==> src/rtl/sr_pkg.sv <==
package sr_pkg;

  typedef enum logic [1:0] {
    ST_IDLE = 2'd0,
    ST_ACQ  = 2'd1,
    ST_XFER = 2'd2
  } sr_state_e;

  // start bit followed by the two-bit read opcode, sent first
  localparam logic [2:0] RD_PREFIX   = 3'b110;
  localparam int         PREFIX_BITS = 3;

  function automatic int sr_cmd_bits(input int aw);
    return PREFIX_BITS + aw;
  endfunction

  // step layout of one word: select, command bits, receive bits, tail
  function automatic int sr_data_lo(input int aw);
    return 1 + 2 * sr_cmd_bits(aw);
  endfunction

  function automatic int sr_end_lo(input int aw, input int dw);
    return sr_data_lo(aw) + 2 * (dw + 1);
  endfunction

  function automatic int sr_steps(input int aw, input int dw);
    return sr_end_lo(aw, dw) + 3;
  endfunction

endpackage

==> src/rtl/sr_acq_timer.sv <==
module sr_acq_timer #(
  parameter int TICK_CYCLES = 100000,
  parameter int POLL_LIMIT  = 1000
) (
  input  logic clk,
  input  logic rst_n,
  input  logic run_i,
  output logic expire_o
);
  localparam int PW = (TICK_CYCLES > 1) ? $clog2(TICK_CYCLES) : 1;
  localparam int NW = (POLL_LIMIT > 1) ? $clog2(POLL_LIMIT) : 1;
  localparam logic [PW-1:0] PRE_LAST = PW'(TICK_CYCLES - 1);
  localparam logic [NW-1:0] N_LAST   = NW'(POLL_LIMIT - 1);

  logic [PW-1:0] pre_q, pre_d;
  logic [NW-1:0] n_q, n_d;
  logic          tick_c;

  always_comb begin
    tick_c   = (pre_q == PRE_LAST);
    expire_o = run_i && tick_c && (n_q == N_LAST);
    pre_d    = pre_q;
    n_d      = n_q;
    if (!run_i) begin
      pre_d = '0;
      n_d   = '0;
    end else if (tick_c) begin
      pre_d = '0;
      if (!expire_o) n_d = n_q + NW'(1);
    end else begin
      pre_d = pre_q + PW'(1);
    end
  end

  always_ff @(posedge clk or negedge rst_n) begin
    if (!rst_n) begin
      pre_q <= '0;
      n_q   <= '0;
    end else begin
      pre_q <= pre_d;
      n_q   <= n_d;
    end
  end

  AST_TIMER_FRESH: assert property (@(posedge clk) disable iff (!rst_n)
    $rose(run_i) |-> (pre_q == '0 && n_q == '0));

endmodule

==> src/rtl/sr_pin_decode.sv <==
module sr_pin_decode
  import sr_pkg::*;
#(
  parameter int ADDR_W = 6,
  parameter int DATA_W = 16,
  parameter int STEP_W = 6
) (
  input  logic              active_i,
  input  logic [STEP_W-1:0] step_i,
  input  logic [ADDR_W-1:0] addr_i,
  output logic              cs_o,
  output logic              sclk_o,
  output logic              sdo_o
);
  localparam int CMD_BITS = sr_cmd_bits(ADDR_W);
  localparam logic [STEP_W-1:0] DAT_LO_S = STEP_W'(sr_data_lo(ADDR_W));
  localparam logic [STEP_W-1:0] END_LO_S = STEP_W'(sr_end_lo(ADDR_W, DATA_W));

  logic [CMD_BITS-1:0] cmd_c, cmd_sh;
  logic [STEP_W-1:0]   off_c;

  always_comb begin
    cs_o   = 1'b0;
    sclk_o = 1'b0;
    sdo_o  = 1'b0;
    off_c  = '0;
    cmd_c  = {RD_PREFIX, addr_i};
    cmd_sh = '0;
    if (active_i) begin
      if (step_i == '0) begin
        // select together with a clock high phase
        cs_o   = 1'b1;
        sclk_o = 1'b1;
      end else if (step_i < DAT_LO_S) begin
        // command bit pairs: low phase sets data, high phase clocks it
        off_c  = step_i - STEP_W'(1);
        cmd_sh = cmd_c << (off_c >> 1);
        cs_o   = 1'b1;
        sclk_o = off_c[0];
        sdo_o  = cmd_sh[CMD_BITS-1];
      end else if (step_i < END_LO_S) begin
        off_c  = step_i - DAT_LO_S;
        cs_o   = 1'b1;
        sclk_o = off_c[0];
      end else begin
        // deselected tail: low, high, low
        sclk_o = (step_i == END_LO_S + STEP_W'(1));
      end
    end
  end

endmodule

==> src/rtl/sr_rx_shift.sv <==
module sr_rx_shift #(
  parameter int DATA_W = 16
) (
  input  logic              clk,
  input  logic              rst_n,
  input  logic              shift_i,
  input  logic              bit_i,
  output logic [DATA_W-1:0] word_o
);
  logic [DATA_W-1:0] sh_q, sh_d;

  always_comb begin
    sh_d = sh_q;
    if (shift_i) sh_d = {sh_q[DATA_W-2:0], bit_i};
  end

  always_ff @(posedge clk or negedge rst_n) begin
    if (!rst_n) sh_q <= '0;
    else        sh_q <= sh_d;
  end

  assign word_o = sh_q;

endmodule

==> src/rtl/seeprom_block_reader.sv <==
module seeprom_block_reader
  import sr_pkg::*;
#(
  parameter int ADDR_W      = 6,
  parameter int DATA_W      = 16,
  parameter int TICK_CYCLES = 100000,
  parameter int POLL_LIMIT  = 1000
) (
  input  logic              clk,
  input  logic              rst_n,
  input  logic              start_i,
  input  logic [ADDR_W-1:0] start_addr_i,
  input  logic [ADDR_W:0]   word_count_i,
  input  logic              port_ready_i,
  input  logic              sdi_i,
  output logic              port_req_o,
  output logic              cs_o,
  output logic              sclk_o,
  output logic              sdo_o,
  output logic              buf_we_o,
  output logic [ADDR_W-1:0] buf_addr_o,
  output logic [DATA_W-1:0] buf_data_o,
  output logic              done_o,
  output logic              error_o
);
  localparam int STEPS  = sr_steps(ADDR_W, DATA_W);
  localparam int STEP_W = $clog2(STEPS);
  localparam int CNT_W  = ADDR_W + 1;
  localparam logic [STEP_W-1:0] DAT_LO_S  = STEP_W'(sr_data_lo(ADDR_W));
  localparam logic [STEP_W-1:0] END_LO_S  = STEP_W'(sr_end_lo(ADDR_W, DATA_W));
  localparam logic [STEP_W-1:0] STEP_LAST = STEP_W'(STEPS - 1);

  // reset: asynchronous assertion, synchronous release
  logic [1:0] rs_q;
  logic       rst_ns;
  always_ff @(posedge clk or negedge rst_n) begin
    if (!rst_n) rs_q <= 2'b00;
    else        rs_q <= {rs_q[0], 1'b1};
  end
  assign rst_ns = rs_q[1];

  sr_state_e         st_q, st_d;
  logic [STEP_W-1:0] step_q, step_d;
  logic [CNT_W-1:0]  idx_q, idx_d, cnt_q, cnt_d;
  logic [ADDR_W-1:0] base_q, base_d, addr_d;
  logic              req_q, req_d;
  logic              cs_q, sclk_q, sdo_q, cs_d, sclk_d, sdo_d;
  logic              we_q, we_d, done_q, done_d, err_q, err_d;
  logic [ADDR_W-1:0] waddr_q, waddr_d;
  logic [DATA_W-1:0] wdata_q, wdata_d, rx_word;
  logic              expire_c, in_data_c, sample_c, rx_last_c;
  logic [STEP_W-1:0] doff_c;

  sr_acq_timer #(
    .TICK_CYCLES (TICK_CYCLES),
    .POLL_LIMIT  (POLL_LIMIT)
  ) u_timer (
    .clk      (clk),
    .rst_n    (rst_ns),
    .run_i    (st_q == ST_ACQ),
    .expire_o (expire_c)
  );

  // step flags of the current step
  always_comb begin
    doff_c    = step_q - DAT_LO_S;
    in_data_c = (st_q == ST_XFER) && (step_q >= DAT_LO_S) && (step_q < END_LO_S);
    sample_c  = in_data_c && !doff_c[0];
    rx_last_c = in_data_c && (step_q == END_LO_S - STEP_W'(1));
  end

  sr_rx_shift #(.DATA_W(DATA_W)) u_rx (
    .clk     (clk),
    .rst_n   (rst_ns),
    .shift_i (sample_c && port_ready_i),
    .bit_i   (sdi_i),
    .word_o  (rx_word)
  );

  // next-state logic
  always_comb begin
    st_d    = st_q;
    step_d  = step_q;
    idx_d   = idx_q;
    cnt_d   = cnt_q;
    base_d  = base_q;
    req_d   = req_q;
    we_d    = 1'b0;
    waddr_d = waddr_q;
    wdata_d = wdata_q;
    done_d  = 1'b0;
    err_d   = 1'b0;
    unique case (st_q)
      ST_IDLE: begin
        if (start_i) begin
          if (word_count_i == '0) begin
            done_d = 1'b1;
          end else begin
            st_d   = ST_ACQ;
            req_d  = 1'b1;
            base_d = start_addr_i;
            cnt_d  = word_count_i;
            idx_d  = '0;
            step_d = '0;
          end
        end
      end
      ST_ACQ: begin
        if (port_ready_i) begin
          st_d   = ST_XFER;
          step_d = '0;
        end else if (expire_c) begin
          st_d   = ST_IDLE;
          req_d  = 1'b0;
          done_d = 1'b1;
          err_d  = 1'b1;
        end
      end
      ST_XFER: begin
        if (port_ready_i) begin
          if (rx_last_c) begin
            we_d    = 1'b1;
            waddr_d = idx_q[ADDR_W-1:0];
            wdata_d = rx_word;
          end
          if (step_q == STEP_LAST) begin
            if (idx_q == cnt_q - CNT_W'(1)) begin
              st_d   = ST_IDLE;
              req_d  = 1'b0;
              done_d = 1'b1;
            end else begin
              idx_d  = idx_q + CNT_W'(1);
              step_d = '0;
            end
          end else begin
            step_d = step_q + STEP_W'(1);
          end
        end
      end
      default: st_d = ST_IDLE;
    endcase
    addr_d = base_d + idx_d[ADDR_W-1:0];
  end

  // pin values of the next step, registered at the edge
  sr_pin_decode #(
    .ADDR_W (ADDR_W),
    .DATA_W (DATA_W),
    .STEP_W (STEP_W)
  ) u_pins (
    .active_i (st_d == ST_XFER),
    .step_i   (step_d),
    .addr_i   (addr_d),
    .cs_o     (cs_d),
    .sclk_o   (sclk_d),
    .sdo_o    (sdo_d)
  );

  always_ff @(posedge clk or negedge rst_ns) begin
    if (!rst_ns) begin
      st_q    <= ST_IDLE;
      step_q  <= '0;
      idx_q   <= '0;
      cnt_q   <= '0;
      base_q  <= '0;
      req_q   <= 1'b0;
      cs_q    <= 1'b0;
      sclk_q  <= 1'b0;
      sdo_q   <= 1'b0;
      we_q    <= 1'b0;
      waddr_q <= '0;
      wdata_q <= '0;
      done_q  <= 1'b0;
      err_q   <= 1'b0;
    end else begin
      st_q    <= st_d;
      step_q  <= step_d;
      idx_q   <= idx_d;
      cnt_q   <= cnt_d;
      base_q  <= base_d;
      req_q   <= req_d;
      cs_q    <= cs_d;
      sclk_q  <= sclk_d;
      sdo_q   <= sdo_d;
      we_q    <= we_d;
      waddr_q <= waddr_d;
      wdata_q <= wdata_d;
      done_q  <= done_d;
      err_q   <= err_d;
    end
  end

  assign port_req_o = req_q;
  assign cs_o       = cs_q;
  assign sclk_o     = sclk_q;
  assign sdo_o      = sdo_q;
  assign buf_we_o   = we_q;
  assign buf_addr_o = waddr_q;
  assign buf_data_o = wdata_q;
  assign done_o     = done_q;
  assign error_o    = err_q;

  AST_REQ_COVERS_CS: assert property (@(posedge clk) disable iff (!rst_ns)
    cs_o |-> port_req_o);
  AST_ERR_WITH_DONE: assert property (@(posedge clk) disable iff (!rst_ns)
    error_o |-> done_o);
  AST_STALL_FREEZE: assert property (@(posedge clk) disable iff (!rst_ns)
    (st_q == ST_XFER && !port_ready_i) |=> $stable({cs_o, sclk_o, sdo_o}));
  AST_SDO_STEADY_HIGH: assert property (@(posedge clk) disable iff (!rst_ns)
    (sclk_o && $past(sclk_o)) |-> $stable(sdo_o));
  AST_WRITE_IN_RUN: assert property (@(posedge clk) disable iff (!rst_ns)
    buf_we_o |-> ({1'b0, buf_addr_o} < cnt_q));
  AST_RELEASE_ALL: assert property (@(posedge clk) disable iff (!rst_ns)
    done_o |-> !(port_req_o || cs_o || sclk_o || sdo_o));

endmodule

==> config.mk <==
export PLATFORM = sky130hd
export DESIGN_NAME = seeprom_block_reader
export DESIGN_NICKNAME = d
export VERILOG_FILES = /design/src/rtl/sr_pkg.sv /design/src/rtl/sr_acq_timer.sv /design/src/rtl/sr_pin_decode.sv /design/src/rtl/sr_rx_shift.sv /design/src/rtl/seeprom_block_reader.sv
export SDC_FILE = /design/constraint.sdc
export NUM_CORES = 1
export LEC_CHECK = 0
export BUFFER_PORTS_ARGS = -buffer_cell sky130_fd_sc_hd__buf_4
export CORE_ASPECT_RATIO = 0.9
export CORE_MARGIN = 1.5
export CORE_UTILIZATION = 54
export CTS_CLUSTER_DIAMETER = 100
export DETAILED_ROUTE_END_ITERATION = 6
export GPL_TIMING_DRIVEN = 1
export PLACE_DENSITY = 0.72
export SYNTH_ARGS = -nofsm -noshare
export SYNTH_HDL_FRONTEND = slang
export SYNTH_HIERARCHICAL = 1
export SYNTH_SLANG_ARGS = --single-unit
==> constraint.sdc <==
create_clock -name clk -period 3.2 [get_ports clk]
set_input_delay 0.64 -clock clk [delete_from_list [all_inputs] [get_ports clk]]
set_output_delay 0.64 -clock clk [all_outputs]
set_load 0.02 [all_outputs]
==> After elaboration in Yosys (flattened, before gate mapping) <==
Cells that the tools add are included.
{ "word_totals": {"ff_bits": 102, "latchBits": 0, "ram_bits": 0, "romBits": 0, "input_bits": 18, "output_inout_bits": 29, "elab_cells": 131, "memories": 0} }
{ "classes": {"n_addsub": 9, "n_mul": 0, "n_div": 0, "order_cmp": 4, "n_eq_ne": 19, "shift": 1, "mux": 60, "n_bitwise": 1, "n_reduce_logical": 18} }
{ "op_table": {"columns": ["cell", "count"], "rows": [
  ["2-to-1 mux 6 bit", 9],
  ["2-to-1 mux 7 bit", 5],
  ["2-to-1 mux 17 bit", 2],
  ["2-to-1 mux 10 bit", 3],
  ["2-to-1 mux 1 bit", 29],
  ["equality test 6 bit, second input constant", 3],
  ["one-hot mux 6 bit (3 select lines)", 1],
  ["adder 17 x 1 -> 17 bit, second input constant", 1],
  ["equality test 17 bit, second input constant", 1],
  ["inequality test 2 bit, second input constant", 8],
  ["2-to-1 mux 2 bit", 7],
  ["one-hot mux 7 bit (2 select lines)", 1],
  ["< comparator 6 bit, second input constant", 2],
  ["adder 10 x 1 -> 10 bit, second input constant", 1],
  ["equality test 10 bit, second input constant", 1],
  ["left shift 9 x 5 -> 9 bit", 1],
  ["AND reduction 8 bit", 1],
  ["adder 7 x 1 -> 7 bit, second input constant", 1],
  ["equality test 7 bit", 1],
  ["logical AND 1 bit", 7],
  ["logical NOT 7 bit", 1],
  ["subtractor 7 x 1 -> 7 bit, second input constant", 1],
  ["adder 6 x 1 -> 6 bit, second input constant", 1],
  ["adder 6 bit", 1],
  ["18 further kinds", 23]
]} }

==> Longest topological paths before layout <==
Gate-level depths: netlist of run 1.
{ "logic_depth": {"word_depth": 11, "depth_mapped": 22, "mapped_depth_nobuf": 21} }

==> Cells and area by module <==
The synthesis of run 1 kept the hierarchy.
{ "modules_own_cells": {"columns": ["mod", "instances", "cells_each", "area_per_inst_um2", "seq_area_each_um2"], "rows": [
  ["seeprom_block_reader", 1, 291, 3151.8, 1476.4],
  ["sr_acq_timer", 1, 142, 1383.8, 675.6],
  ["sr_rx_shift", 1, 34, 649.4, 400.4],
  ["sr_pin_decode", 1, 41, 312.8, 0.0]
]} }

==> Worst setup path after synthesis of run 1 <==
Ideal clock, no wire load.
{ "synth_timing": {"kind": "register -> register", "from": "reg cnt_q[1]", "to": "reg sdo_q, in the netlist sdo_o", "setup_time_ps": 128, "arrival_ps": 3851, "required_ps": 3072, "slack_ps": -779, "stages_incl_launch_ff": 17, "path_buffers": 1, "period_less_slack_ps": 3979, "path_cell_list": "dfrtp_1 -> clkbuf_2 -> inv_1 -> ha_1 -> or4b_2 -> nor4b_1 -> or4b_4 -> nand3_1 -> nor2_1 -> nor2_1 -> o31ai_1 -> inv_1 -> ha_1 -> xor2_2 -> mux4_2 -> o21ai_1 -> a21oi_1"} }
{ "synth_via": {"elab_chain_cells": 11, "elab_cells_between_ends": 23, "classes_between": "add/sub (3); order compare (1); eq/ne (2); shift (1); mux (15); reduce/logical (1)"} }
{ "synth_lines": {"columns": ["element", "line_no", "source"], "rows": [
  ["start: declaration", "seeprom_block_reader.sv:44", "logic [CNT_W-1:0] idx_q, idx_d, cnt_q, cnt_d;"],
  ["start signal: assignment", "seeprom_block_reader.sv:179", "cnt_q <= cnt_d;"],
  ["subtractor 7 x 1 -> 7 bit (*)", "seeprom_block_reader.sv:127", "if (idx_q == cnt_q - CNT_W'(1)) begin"],
  ["equality test 7 bit (*)", "seeprom_block_reader.sv:127", null],
  ["2-to-1 mux 6 bit (*)", "seeprom_block_reader.sv:127", null],
  ["2-to-1 mux 6 bit (*)", "seeprom_block_reader.sv:126", "if (step_q == STEP_LAST) begin"],
  ["2-to-1 mux 6 bit (*)", "seeprom_block_reader.sv:120", "if (port_ready_i) begin"],
  ["one-hot mux 6 bit (3 select lines) (*)", "seeprom_block_reader.sv:93", "unique case (st_q)"],
  ["net step_d[1]", "seeprom_block_reader.sv:43", "logic [STEP_W-1:0] step_q, step_d;"],
  ["subtractor 6 x 1 -> 6 bit", "sr_pin_decode.sv:36", "off_c = step_i - STEP_W'(1);"],
  ["left shift 9 x 5 -> 9 bit", "sr_pin_decode.sv:37", "cmd_sh = cmd_c << (off_c >> 1);"],
  ["2-to-1 mux 1 bit", "sr_pin_decode.sv:34", "end else if (step_i < DAT_LO_S) begin"],
  ["2-to-1 mux 1 bit (*)", "sr_pin_decode.sv:30", "if (step_i == '0) begin"],
  ["2-to-1 mux 1 bit (*)", "sr_pin_decode.sv:29", "if (active_i) begin"],
  ["net sdo_d", "seeprom_block_reader.sv:47", "logic cs_q, sclk_q, sdo_q, cs_d, sclk_d, sdo_d;"],
  ["end signal: assignment", "seeprom_block_reader.sv:184", "sdo_q <= sdo_d;"],
  ["end: declaration", "seeprom_block_reader.sv:47", null]
]} }
The timed path passes the listed nets; every way through them passes the cells marked *. The select of a mux whose other input is x is not followed.
A chain may end at the register's enable or synchronous reset.

==> Final worst setup path of run 1 <==
{ "layout_timing": {"from": "reg cnt_q[3]", "to": "reg sdo_q, in the netlist sdo_o"} }
{ "layout_via": {"elab_chain_cells": 11, "elab_cells_between_ends": 23, "classes_between": "add/sub (3); order compare (1); eq/ne (2); shift (1); mux (15); reduce/logical (1)"} }
{ "layout_lines": {"columns": ["element", "line_no", "source"], "rows": [
  ["subtractor 7 x 1 -> 7 bit", "seeprom_block_reader.sv:127", null],
  ["equality test 7 bit", "seeprom_block_reader.sv:127", null],
  ["2-to-1 mux 7 bit", "seeprom_block_reader.sv:127", null],
  ["2-to-1 mux 7 bit", "seeprom_block_reader.sv:126", null],
  ["2-to-1 mux 7 bit", "seeprom_block_reader.sv:120", null],
  ["one-hot mux 7 bit (2 select lines)", "seeprom_block_reader.sv:93", null],
  ["net idx_d[2]", "seeprom_block_reader.sv:44", null],
  ["adder 6 bit", "seeprom_block_reader.sv:142", "addr_d = base_d + idx_d[ADDR_W-1:0];"],
  ["net addr_d[4]", "seeprom_block_reader.sv:45", "logic [ADDR_W-1:0] base_q, base_d, addr_d;"],
  ["left shift 9 x 5 -> 9 bit", "sr_pin_decode.sv:37", null],
  ["2-to-1 mux 1 bit", "sr_pin_decode.sv:34", null],
  ["2-to-1 mux 1 bit", "sr_pin_decode.sv:30", null],
  ["2-to-1 mux 1 bit", "sr_pin_decode.sv:29", null],
  ["net sdo_d", "seeprom_block_reader.sv:47", null]
]} }
The timed path passes the listed nets, and every way through them passes these cells. The select of a mux whose other input is x is not followed.

==> results of run 1 <==
==> state kept, by name (all words and copies together) (netlist names) <==
| name | flops |
|---|---|
| cs_o | 1 |
| st_q | 2 |
| buf_data_o | 16 |
| done_o | 1 |
| error_o | 1 |
| sdo_o | 1 |
| port_req_o | 1 |
| sclk_o | 1 |
| idx_q | 7 |
| base_q | 6 |
| u_timer/n_q | 10 |
| buf_addr_o | 6 |
| u_rx/word_o | 16 |
| step_q | 6 |
| buf_we_o | 1 |
| cnt_q | 7 |
| rs_q | 2 |
| u_timer/pre_q | 17 |
==> cell usage after synthesis, types with 3 or more instances <==
cell type	instances
mux2_2	38
o31ai_1	3
nor3_1	20
nand2b_1	5
and4_1	4
mux2_4	10
and3_1	8
inv_1	25
or3_1	4
and2_1	6
nand3_1	18
clkbuf_1	9
xor2_1	12
nor3b_1	3
nand2_1	25
o22ai_1	3
mux2i_1	5
nand4_1	10
nor4_1	7
o21ai_0	15
xnor2_1	20
ha_1	19
nor2_1	45
nor4b_1	3
nor2b_1	6
a21oi_1	19
buf_6	6
dfrtp_1	102
==> through the flow <==
stage               TNS (ns)  hold WS [ns]  total power, W  instances
floorplan             -0.605         0.331         0.00240        508
global placement      -0.768         0.338         0.00283        732
detailed placement     -1.17         0.371         0.00289        732
CTS                   -0.897        0.0598         0.00398        754
global route           -1.31        0.0592         0.00427        756
finish                -0.824        0.0643         0.00406        756
==> kinds of logic (layout without fill, tap and decap cells) <==
family / Yosys count / count (layout) / share of synthesized area, %
AOI/OAI and AO/OA: 71 / 71 / 8.88
xor gates and xnor gates: 33 / 33 / 5.39
adders and majority gates: 20 / 20 / 4.69
buffers and inverters: 48 / 170 / 4.62
DFF: 102 / 102 / 46.4
muxes: 54 / 54 / 11.8
other: 1 / 1 / 0.0682
and+or+nand+nor: 179 / 179 / 18.1
==> worst reg2reg max path, stage by stage (launching register included) <==
cell and delay [ns]:
dfrtp_1 0.38, or3_4 0.40, o211ai_2 0.16, or4b_4 0.53, a31oi_4 0.31, a21oi_2 0.10, o21ai_2 0.19, o41ai_2 0.12
ha_1 0.33, buf_4 0.14, buf_4 0.13, a21o_1 0.18, a21oi_2 0.13, xnor2_1 0.08, mux4_2 0.47, o21ai_1 0.09
a21oi_1 0.08
==> power by group <==
| group | internal, W | switching, W | total, W | leakage, nW |
|---|---|---|---|---|
| sequential | 0.00142 | 0.0000948 | 0.00151 | 1.38 |
| combinational | 0.000736 | 0.000765 | 0.00150 | 1.78 |
| clock | 0.000540 | 0.000508 | 0.00105 | 0.132 |
| total | 0.00269 | 0.00137 | 0.00406 | 3.30 |
==> area by class of cell <==
class / instances / area share (%)
tap: 126 / 2.24
inverter: 26 / 1.42
timing repair buffer: 128 / 14.0
multi-input combinational: 358 / 42.0
sequential: 102 / 36.4
clock buffer: 10 / 3.26
clock inverter: 6 / 0.748
==> final timing paths <==
check / endpoint / slack, ns / cells after the start
max in group asynchronous: step_q[0] / 2.01 / 1
worst min register to register: rs_q[1] / 0.39 / 0
worst min-delay path: rs_q[0] / 0.06 / 1
worst max-delay path: sdo_o / -0.69 / 16
worst max register to register: sdo_o / -0.69 / 16
min in group clk: rs_q[1] / 0.39 / 0
==> per-layer routing <==
layer  routed length [µm]  vias up  global-route usage [%]
met5                    0        -                       0
met4                  135        0                    6.89
met3                  317       14                    4.43
met2                 6120       61                    38.6
met1                 5580     2135                    33.4
li1                     -     2035                       -
==> what timing repair did <==
item                       4_1_cts  5_1_grt
pin swaps                       11       22
gates resized for setup         13       28
setup endpoints to repair        3        3
buffers inserted                 6        2
==> impl_metrics.json, run 1 <==
{
  "synth_nets": 546,
  "clk_path_buf_depth": 2,
  "hp-class": "in -> async",
  "drive_above_1_share_pct": 38.6,
  "remaining_drc_errors": 0,
  "cp_max_fo": 5,
  "critPathMaxStageDelay_ns": 0.53,
  "yosys-top-cells-area": "dfrtp_1, mux2_2, ha_1, xnor2_1, nor2_1",
  "ys_ff_latch": 102,
  "dieArea_mm2": 0.0108,
  "layout_commonest_cell": "buf_4",
  "grt_pass1_wl_um": 20300,
  "relSlewSlack_pct": 45.5,
  "tightest_slew_ns": 0.818,
  "core-area_mm2": 0.00978,
  "antenna_cells": 0,
  "maxCapViolCount": 0,
  "drt_wl_total_um": 12100,
  "synth_area_leader_cell": "dfrtp_1",
  "setup_viol": 2,
  "clock_skew_ns": 0.00960,
  "root_buffer": "clkbuf_16",
  "io_pins": 47,
  "cts_hold_buffers": 0,
  "routed_via_density": 5.62,
  "most-common-layout-cells": "buf_4, dfrtp_1, nor2_1, mux2_2, nand2_1",
  "worstReg2RegStart": "cnt_q[3]",
  "synthCells": 508,
  "postSynthAreaPerCell_um2": 10.8,
  "overflow": 0,
  "initial_core_util_pct": 56.2,
  "netlist.area_leader.share_pct": 46.4,
  "min_period_over_period_pct": 121,
  "rsz0062_at_grt": "true",
  "irDropWorstVdd_uv": 456,
  "place_hpwl_um": 8720,
  "leakagePower_nw": 3.30,
  "design_area_mm2": 0.00703,
  "dominantRegCellSynth": "dfrtp_1",
  "firstDrtPassIters": 4,
  "htree_levels": 3,
  "avgRoutedWirePerCell_um": 16.1,
  "outcome": "finished, violations left",
  "grt_pass1_vias": 4259,
  "antenna_found_initial": 0,
  "die_y_um": 98.7,
  "ys_types": 74,
  "power_density_mw_per_mm2": 578,
  "hold_viol": 0,
  "drv_slew": 0,
  "regArea_mm2": 0.00256,
  "fmax_ghz": 0.257,
  "crit_family": "compound AO/OA/AOI/OAI gates",
  "clk_pin_slew_ns": 0.07,
  "cp-start-kind": "register",
  "crit_arrival_ns": 4.12,
  "ys_warn_count": 6,
  "cpMaxStageDelayCell": "or4b_4",
  "worstSetupPathType": "reg -> reg",
  "numClockSinks": 102,
  "final_util_pct": 71.8,
  "fin_crit_ns": 3.89,
  "tritoncts": "yes",
  "syn_area_mm2": 0.00550,
  "multi_input_area_mm2": 0.00295,
  "required_ns": 3.44,
  "vias": 4245,
  "final_antenna_net_count": 0,
  "cp-startpoint": "cnt_q[3]",
  "fin_ws_ns": -0.687,
  "gr-usage-all-layers_pct": 24.0,
  "async_reset_ff_share_pct": 100,
  "dr.first_iter.drc_count": 335,
  "gp_congestion": 0.868,
  "place_area_mm2": 0.00650,
  "insertion_delay_ns": 0.35,
  "finalNetCount": 663,
  "dpl_worst_slack_ns": -0.758,
  "path_cells": "or3_4 -> o211ai_2 -> or4b_4 -> a31oi_4 -> a21oi_2 -> o21ai_2 -> o41ai_2 -> ha_1 -> buf_4 -> buf_4 -> a21o_1 -> a21oi_2 -> xnor2_1 -> mux4_2 -> o21ai_1 -> a21oi_1",
  "ys_seq_area_share_pct": 46.4,
  "num-fill-cells": 688,
  "path_buf_inv": 2,
  "rows": 34,
  "violations": "setup timing",
  "synth-edff-count": 0,
  "endpoint_kind": "register",
  "grt_max_degree": 65,
  "cts_buffers": 9,
  "port_buffers": 46,
  "die_x_um": 109,
  "area_growth_pct": 27.8
}
Power figures use the tool's default switching activity.
==> inputs of run 2 (changes only) <==
==> constraint.sdc (replaced) <==
create_clock -name clk -period 3.2 [get_ports clk]
set_input_delay 0.32 -clock clk [delete_from_list [all_inputs] [get_ports clk]]
set_output_delay 0.32 -clock clk [all_outputs]
set_load 0.02 [all_outputs]
==> impl_metrics.json, run 2 (same netlist as run 1, synthesis figures left out) <==
{
  "area_growth_pct": 28.5,
  "layout_commonest_cell": "buf_4",
  "drive_above_1_share_pct": 38.5,
  "firstDrtPassIters": 5,
  "crit_arrival_ns": 4.12,
  "drv_slew": 0,
  "die_y_um": 98.7,
  "antenna_found_initial": 0,
  "critPathMaxStageDelay_ns": 0.52,
  "grt_max_degree": 65,
  "post-place-cells": 729,
  "maxCapViolCount": 0,
  "overflow": 0,
  "grt_pass1_vias": 4343,
  "rows": 34,
  "place_area_mm2": 0.00647,
  "vias": 4320,
  "initial_core_util_pct": 56.2,
  "final_antenna_net_count": 0,
  "hold_viol": 0,
  "worstReg2RegStart": "cnt_q[0]",
  "worstHoldStart": "word_count_i[0]",
  "largest_reg_flops": 17,
  "core-area_mm2": 0.00978,
  "min_period_over_period_pct": 120,
  "final_util_pct": 72.2,
  "hp-class": "in -> reg",
  "port_buffers": 46,
  "violations": "setup timing",
  "fin_cells": 762,
  "avgRoutedWirePerCell_um": 16.7,
  "finalNetCount": 669,
  "r2r_slack_ns": -0.64,
  "gp_congestion": 0.871,
  "tritoncts": "yes",
  "gr-usage-all-layers_pct": 24.6,
  "power_density_mw_per_mm2": 582,
  "fin_total_pwr_w": 0.00411,
  "cpMaxStageDelayCell": "or4b_4",
  "tightest_slew_ns": 1.20,
  "clk_pin_slew_ns": 0.08,
  "numClockSinks": 102,
  "root_buffer": "clkbuf_16",
  "remaining_drc_errors": 0,
  "clock_skew_ns": 0.0102,
  "whs_endpoint": "cnt_q[0]",
  "whs_path_depth": 3,
  "relSlewSlack_pct": 18.8,
  "fmax_ghz": 0.260,
  "routed_via_density": 5.67,
  "rr_endpoint": "sdo_o",
  "dr.first_iter.drc_count": 351,
  "worstSetupPathType": "reg -> reg",
  "fin_ws_ns": -0.643,
  "place_hpwl_um": 8780,
  "insertion_delay_ns": 0.36,
  "drt_wl_total_um": 12700,
  "dieArea_mm2": 0.0108,
  "setup_viol": 2,
  "io_pins": 47,
  "path_cells": "inv_2 -> ha_4 -> o21ba_4 -> o211ai_2 -> or4b_4 -> a31oi_4 -> buf_4 -> nand4_4 -> and3_1 -> a211o_1 -> ha_4 -> a21oi_2 -> xor2_1 -> xnor2_1 -> nand2b_1 -> a21oi_1 -> o2111ai_1 -> a21oi_1",
  "outcome": "finished, violations left",
  "wl_met3_um": 459,
  "fin_crit_ns": 3.84,
  "dpl_worst_slack_ns": -0.663,
  "required_ns": 3.48,
  "cts_buffers": 9,
  "rr_worst_depth": 18,
  "most-common-layout-cells": "buf_4, dfrtp_1, nor2_1, mux2_2, nand2_1",
  "top_layer": "met4",
  "grt_pass1_wl_um": 20800,
  "clk_path_buf_depth": 2,
  "endpoint_kind": "register",
  "irDropWorstVdd_uv": 377,
  "rsz0062_at_grt": "true",
  "dr_wl_met2_um": 6250,
  "leakagePower_nw": 3.34,
  "cp-start-kind": "register",
  "met1_length_um": 5820,
  "die_x_um": 109,
  "antenna_cells": 0,
  "cp_max_fo": 6,
  "design_area_mm2": 0.00706,
  "largest_register": "u_timer/pre_q",
  "htree_levels": 3
}
-- run 2: report_power, final --
part | total [W] | leakage (nW) | internal, W | switching [W]
clock network | 0.00112 | 0.150 | 0.000563 | 0.000556
logic | 0.00148 | 1.80 | 0.000719 | 0.000759
registers | 0.00151 | 1.38 | 0.00142 | 0.0000956
-- run 2: cell type report --
cell class	instances	area [µm²]
Clock buffer	9	225
Clock inverter	7	81.3
Fill cell	690	2720
Inverter	26	100
Multi-Input combinational cell	358	2920
Sequential cell	102	2560
Tap cell	126	158
Timing Repair Buffer	134	1030
-- run 2: worst max-delay path: cells and delay by family, from the launching register on --
family                     cells  cell delay [ns]
AOI/OAI and AO/OA              8             1.48
and+or+nand+nor                4             0.88
adders and majority gates      2             0.42
DFF                            1             0.39
xor gates and xnor gates       2             0.33
buffers and inverters          2             0.27
-- run 2: worst max path at each step --
stage	end	from	cells past startpoint	slack, ns
after floorplan	sdo_o	cnt_q[1]	19	-0.47
after global placement	sdo_o	cnt_q[1]	19	-0.54
after detailed placement	sdo_o	idx_q[6]	18	-0.66
after CTS	sdo_o	cnt_q[1]	20	-0.55
after global routing	sdo_o	cnt_q[1]	20	-0.85
final	sdo_o	cnt_q[0]	18	-0.64
-- run 2: routing by layer --
layer | GRT usage [%] | vias to the layer above
met5 | 0 | -
met4 | 7.49 | 0
met3 | 4.50 | 18
met2 | 39.9 | 95
met1 | 33.4 | 2160
li1 | - | 2047
-- run 2: what timing repair did --
action / CTS / global route
hold buffers: 1 / 0
gates resized for setup: 23 / 10
endpoints found under the setup margin: 3 / 3
setup buffers: 10 / 6
hold endpoints to repair: 2 / 0
pin swaps: 22 / 15
-- run 2: metrics by stage --
step	hold slack (ns)	setup TNS, ns
global placement	0.103	-0.834
floorplan	0.0244	-0.605
global route	0.198	-1.30
detailed placement	0.104	-1.16
CTS	0.183	-0.733
finish	0.189	-0.815
==> inputs of run 3 (changes only) <==
--- a/config.mk
+++ b/config.mk
@@ -8,11 +8,11 @@
 export BUFFER_PORTS_ARGS = -buffer_cell sky130_fd_sc_hd__buf_4
 export CORE_ASPECT_RATIO = 0.9
 export CORE_MARGIN = 1.5
-export CORE_UTILIZATION = 54
+export CORE_UTILIZATION = 60
 export CTS_CLUSTER_DIAMETER = 100
 export DETAILED_ROUTE_END_ITERATION = 6
 export GPL_TIMING_DRIVEN = 1
-export PLACE_DENSITY = 0.72
+export PLACE_DENSITY = 0.76
 export SYNTH_ARGS = -nofsm -noshare
 export SYNTH_HDL_FRONTEND = slang
 export SYNTH_HIERARCHICAL = 1
==> constraint.sdc (replaced) <==
create_clock -name clk -period 4.2 [get_ports clk]
set_input_delay 0.42 -clock clk [delete_from_list [all_inputs] [get_ports clk]]
set_output_delay 0.42 -clock clk [all_outputs]
set_load 0.02 [all_outputs]
==> impl_metrics.json, run 3 (same netlist as run 1, synthesis figures left out) <==
{
  "cp-start-kind": "register",
  "combPwrFrac_pct": 32.2,
  "root_buffer": "clkbuf_8",
  "drv_slew": 0,
  "tightest_slew_ns": 1.08,
  "clk_path_buf_depth": 2,
  "dpl_worst_slack_ns": -0.0477,
  "avgRoutedWirePerCell_um": 16.2,
  "antenna_cells": 0,
  "rows": 32,
  "required_ns": 4.51,
  "final_antenna_net_count": 0,
  "io_pins": 47,
  "fmax_ghz": 0.254,
  "drive_above_1_share_pct": 27.4,
  "worstReg2RegStart": "cnt_q[2]",
  "place_hpwl_um": 7790,
  "firstDrtPassIters": 4,
  "swShare_pct": 35.3,
  "post-place-cells": 666,
  "die_y_um": 93.8,
  "gr-usage-all-layers_pct": 24.3,
  "cp-startpoint": "cnt_q[2]",
  "most-common-layout-cells": "dfrtp_1, buf_4, nor2_1, mux2_2, nand2_1",
  "largest_reg_flops": 17,
  "crit_arrival_ns": 4.25,
  "drt_wl_total_um": 11100,
  "dieArea_mm2": 0.00975,
  "irDropWorstVdd_uv": 327,
  "min_period_over_period_pct": 93.8,
  "tritoncts": "yes",
  "htree_levels": 3,
  "vias": 3958,
  "insertion_delay_ns": 0.38,
  "finalNetCount": 599,
  "maxCapViolCount": 0,
  "p_switching_w": 0.000922,
  "die_x_um": 104,
  "numClockSinks": 102,
  "fin_cells": 685,
  "worstHoldStart": "word_count_i[1]",
  "num-fill-cells": 680,
  "grt_pass1_vias": 3982,
  "cp_max_fo": 7,
  "fin_ws_ns": 0.260,
  "hold_viol": 0,
  "area_growth_pct": 13.5,
  "grt_pass1_wl_um": 18600,
  "hp-class": "in -> reg",
  "largest_register": "u_timer/pre_q",
  "relSlewSlack_pct": 28.2,
  "place_area_mm2": 0.00596,
  "cts_buffers": 9,
  "power_density_mw_per_mm2": 419,
  "final_util_pct": 71.5,
  "fin_total_pwr_w": 0.00261,
  "endpoint_kind": "register",
  "clkPwrFrac_pct": 22.6,
  "fin_crit_ns": 3.94,
  "leakagePower_nw": 2.89,
  "outcome": "finished, final reports clean",
  "clk_pin_slew_ns": 0.10,
  "grt_max_degree": 77,
  "core-area_mm2": 0.00873,
  "layout_commonest_cell": "dfrtp_1",
  "gp_congestion": 0.869,
  "design_area_mm2": 0.00624,
  "worstSetupPathType": "reg -> reg",
  "rsz0062_at_grt": "false",
  "clock_skew_ns": 0.0122,
  "routed_via_density": 5.78,
  "initial_core_util_pct": 63.0,
  "remaining_drc_errors": 0,
  "p_int_w": 0.00169,
  "antenna_found_initial": 0,
  "dr.first_iter.drc_count": 180,
  "setup_viol": 0,
  "seq_power_share_pct": 45.2,
  "port_buffers": 46,
  "overflow": 0
}
[run 3: changes by cell type in the layout (fill, tap and decap cells not counted), sizes merged]
cell | before | now
inv | 30 | 28
clkinvlp | 0 | 2
clkbuf | 9 | 10
buf | 133 | 63
clkinv | 3 | 2
[run 3: per-stage QoR]
stage | TNS (ns) | hold WS [ns]
6_report | 0 | 0.256
5_1_grt | 0 | 0.245
4_1_cts | 0 | 0.243
3_5_place_dp | -0.0477 | 0.207
3_3_place_gp | 0 | 0.203
2_1_floorplan | 0 | 0.124
[run 3: final timing paths]
path | to | slack, ns | cells past startpoint
min in group asynchronous | rs_q[0] | 0.37 | 2
hold / removal | cnt_q[1] | 0.26 | 3
setup / recovery | sdo_o | 0.26 | 16
max in group asynchronous | cnt_q[3] | 2.76 | 1
setup reg to reg | sdo_o | 0.26 | 16
hold reg to reg | rs_q[1] | 0.36 | 0
[run 3: critical path, cell delays in order (launching register included)]
cell,delay [ns]
dfrtp_2,0.46
or3_4,0.41
o211ai_2,0.15
or4b_4,0.51
a31oi_4,0.24
buf_4,0.18
nand4_4,0.12
and3_1,0.22
a211o_1,0.31
ha_1,0.36
a21oi_2,0.15
xor2_1,0.17
xnor2_1,0.14
nand2b_1,0.07
a21oi_1,0.11
o2111ai_1,0.13
a21oi_1,0.14
[run 3: repair_timing]
action,in CTS,in global routing
hold endpoints to repair,2,0
pin swaps,0,2
setup endpoints to repair,1,1
resized for setup,2,14
hold buffers,1,0
setup buffers,0,2
[run 3: power groups by stage]
stage / clock, W / combinational, W / sequential (W)
after floorplan: 0 / 0.000597 / 0.00118
after global placement: 0 / 0.000756 / 0.00119
after detailed placement: 0 / 0.000776 / 0.00119
after CTS: 0.000612 / 0.000787 / 0.00117
after global routing: 0.000643 / 0.000929 / 0.00120
final: 0.000590 / 0.000842 / 0.00118
[run 3: area by class of cell]
type	count	area [µm²]	area share, %
multi-input cells	358	2770	44.4
flip-flops and latches	102	2560	41.0
repair buffers	64	483	7.74
well taps	119	149	2.39
clock buffers	10	128	2.05
inverters	26	97.6	1.56
clock inverters	6	55.1	0.882
[run 3: metal layers]
metal | global-route usage (%) | vias to the layer above | share of wire, %
met4 | 8.68 | 0 | 1.3
li1 | - | 1901 | -
met3 | 6.38 | 11 | 4.4
met5 | 0 | - | 0
met1 | 31.9 | 1961 | 47
met2 | 39.2 | 85 | 47
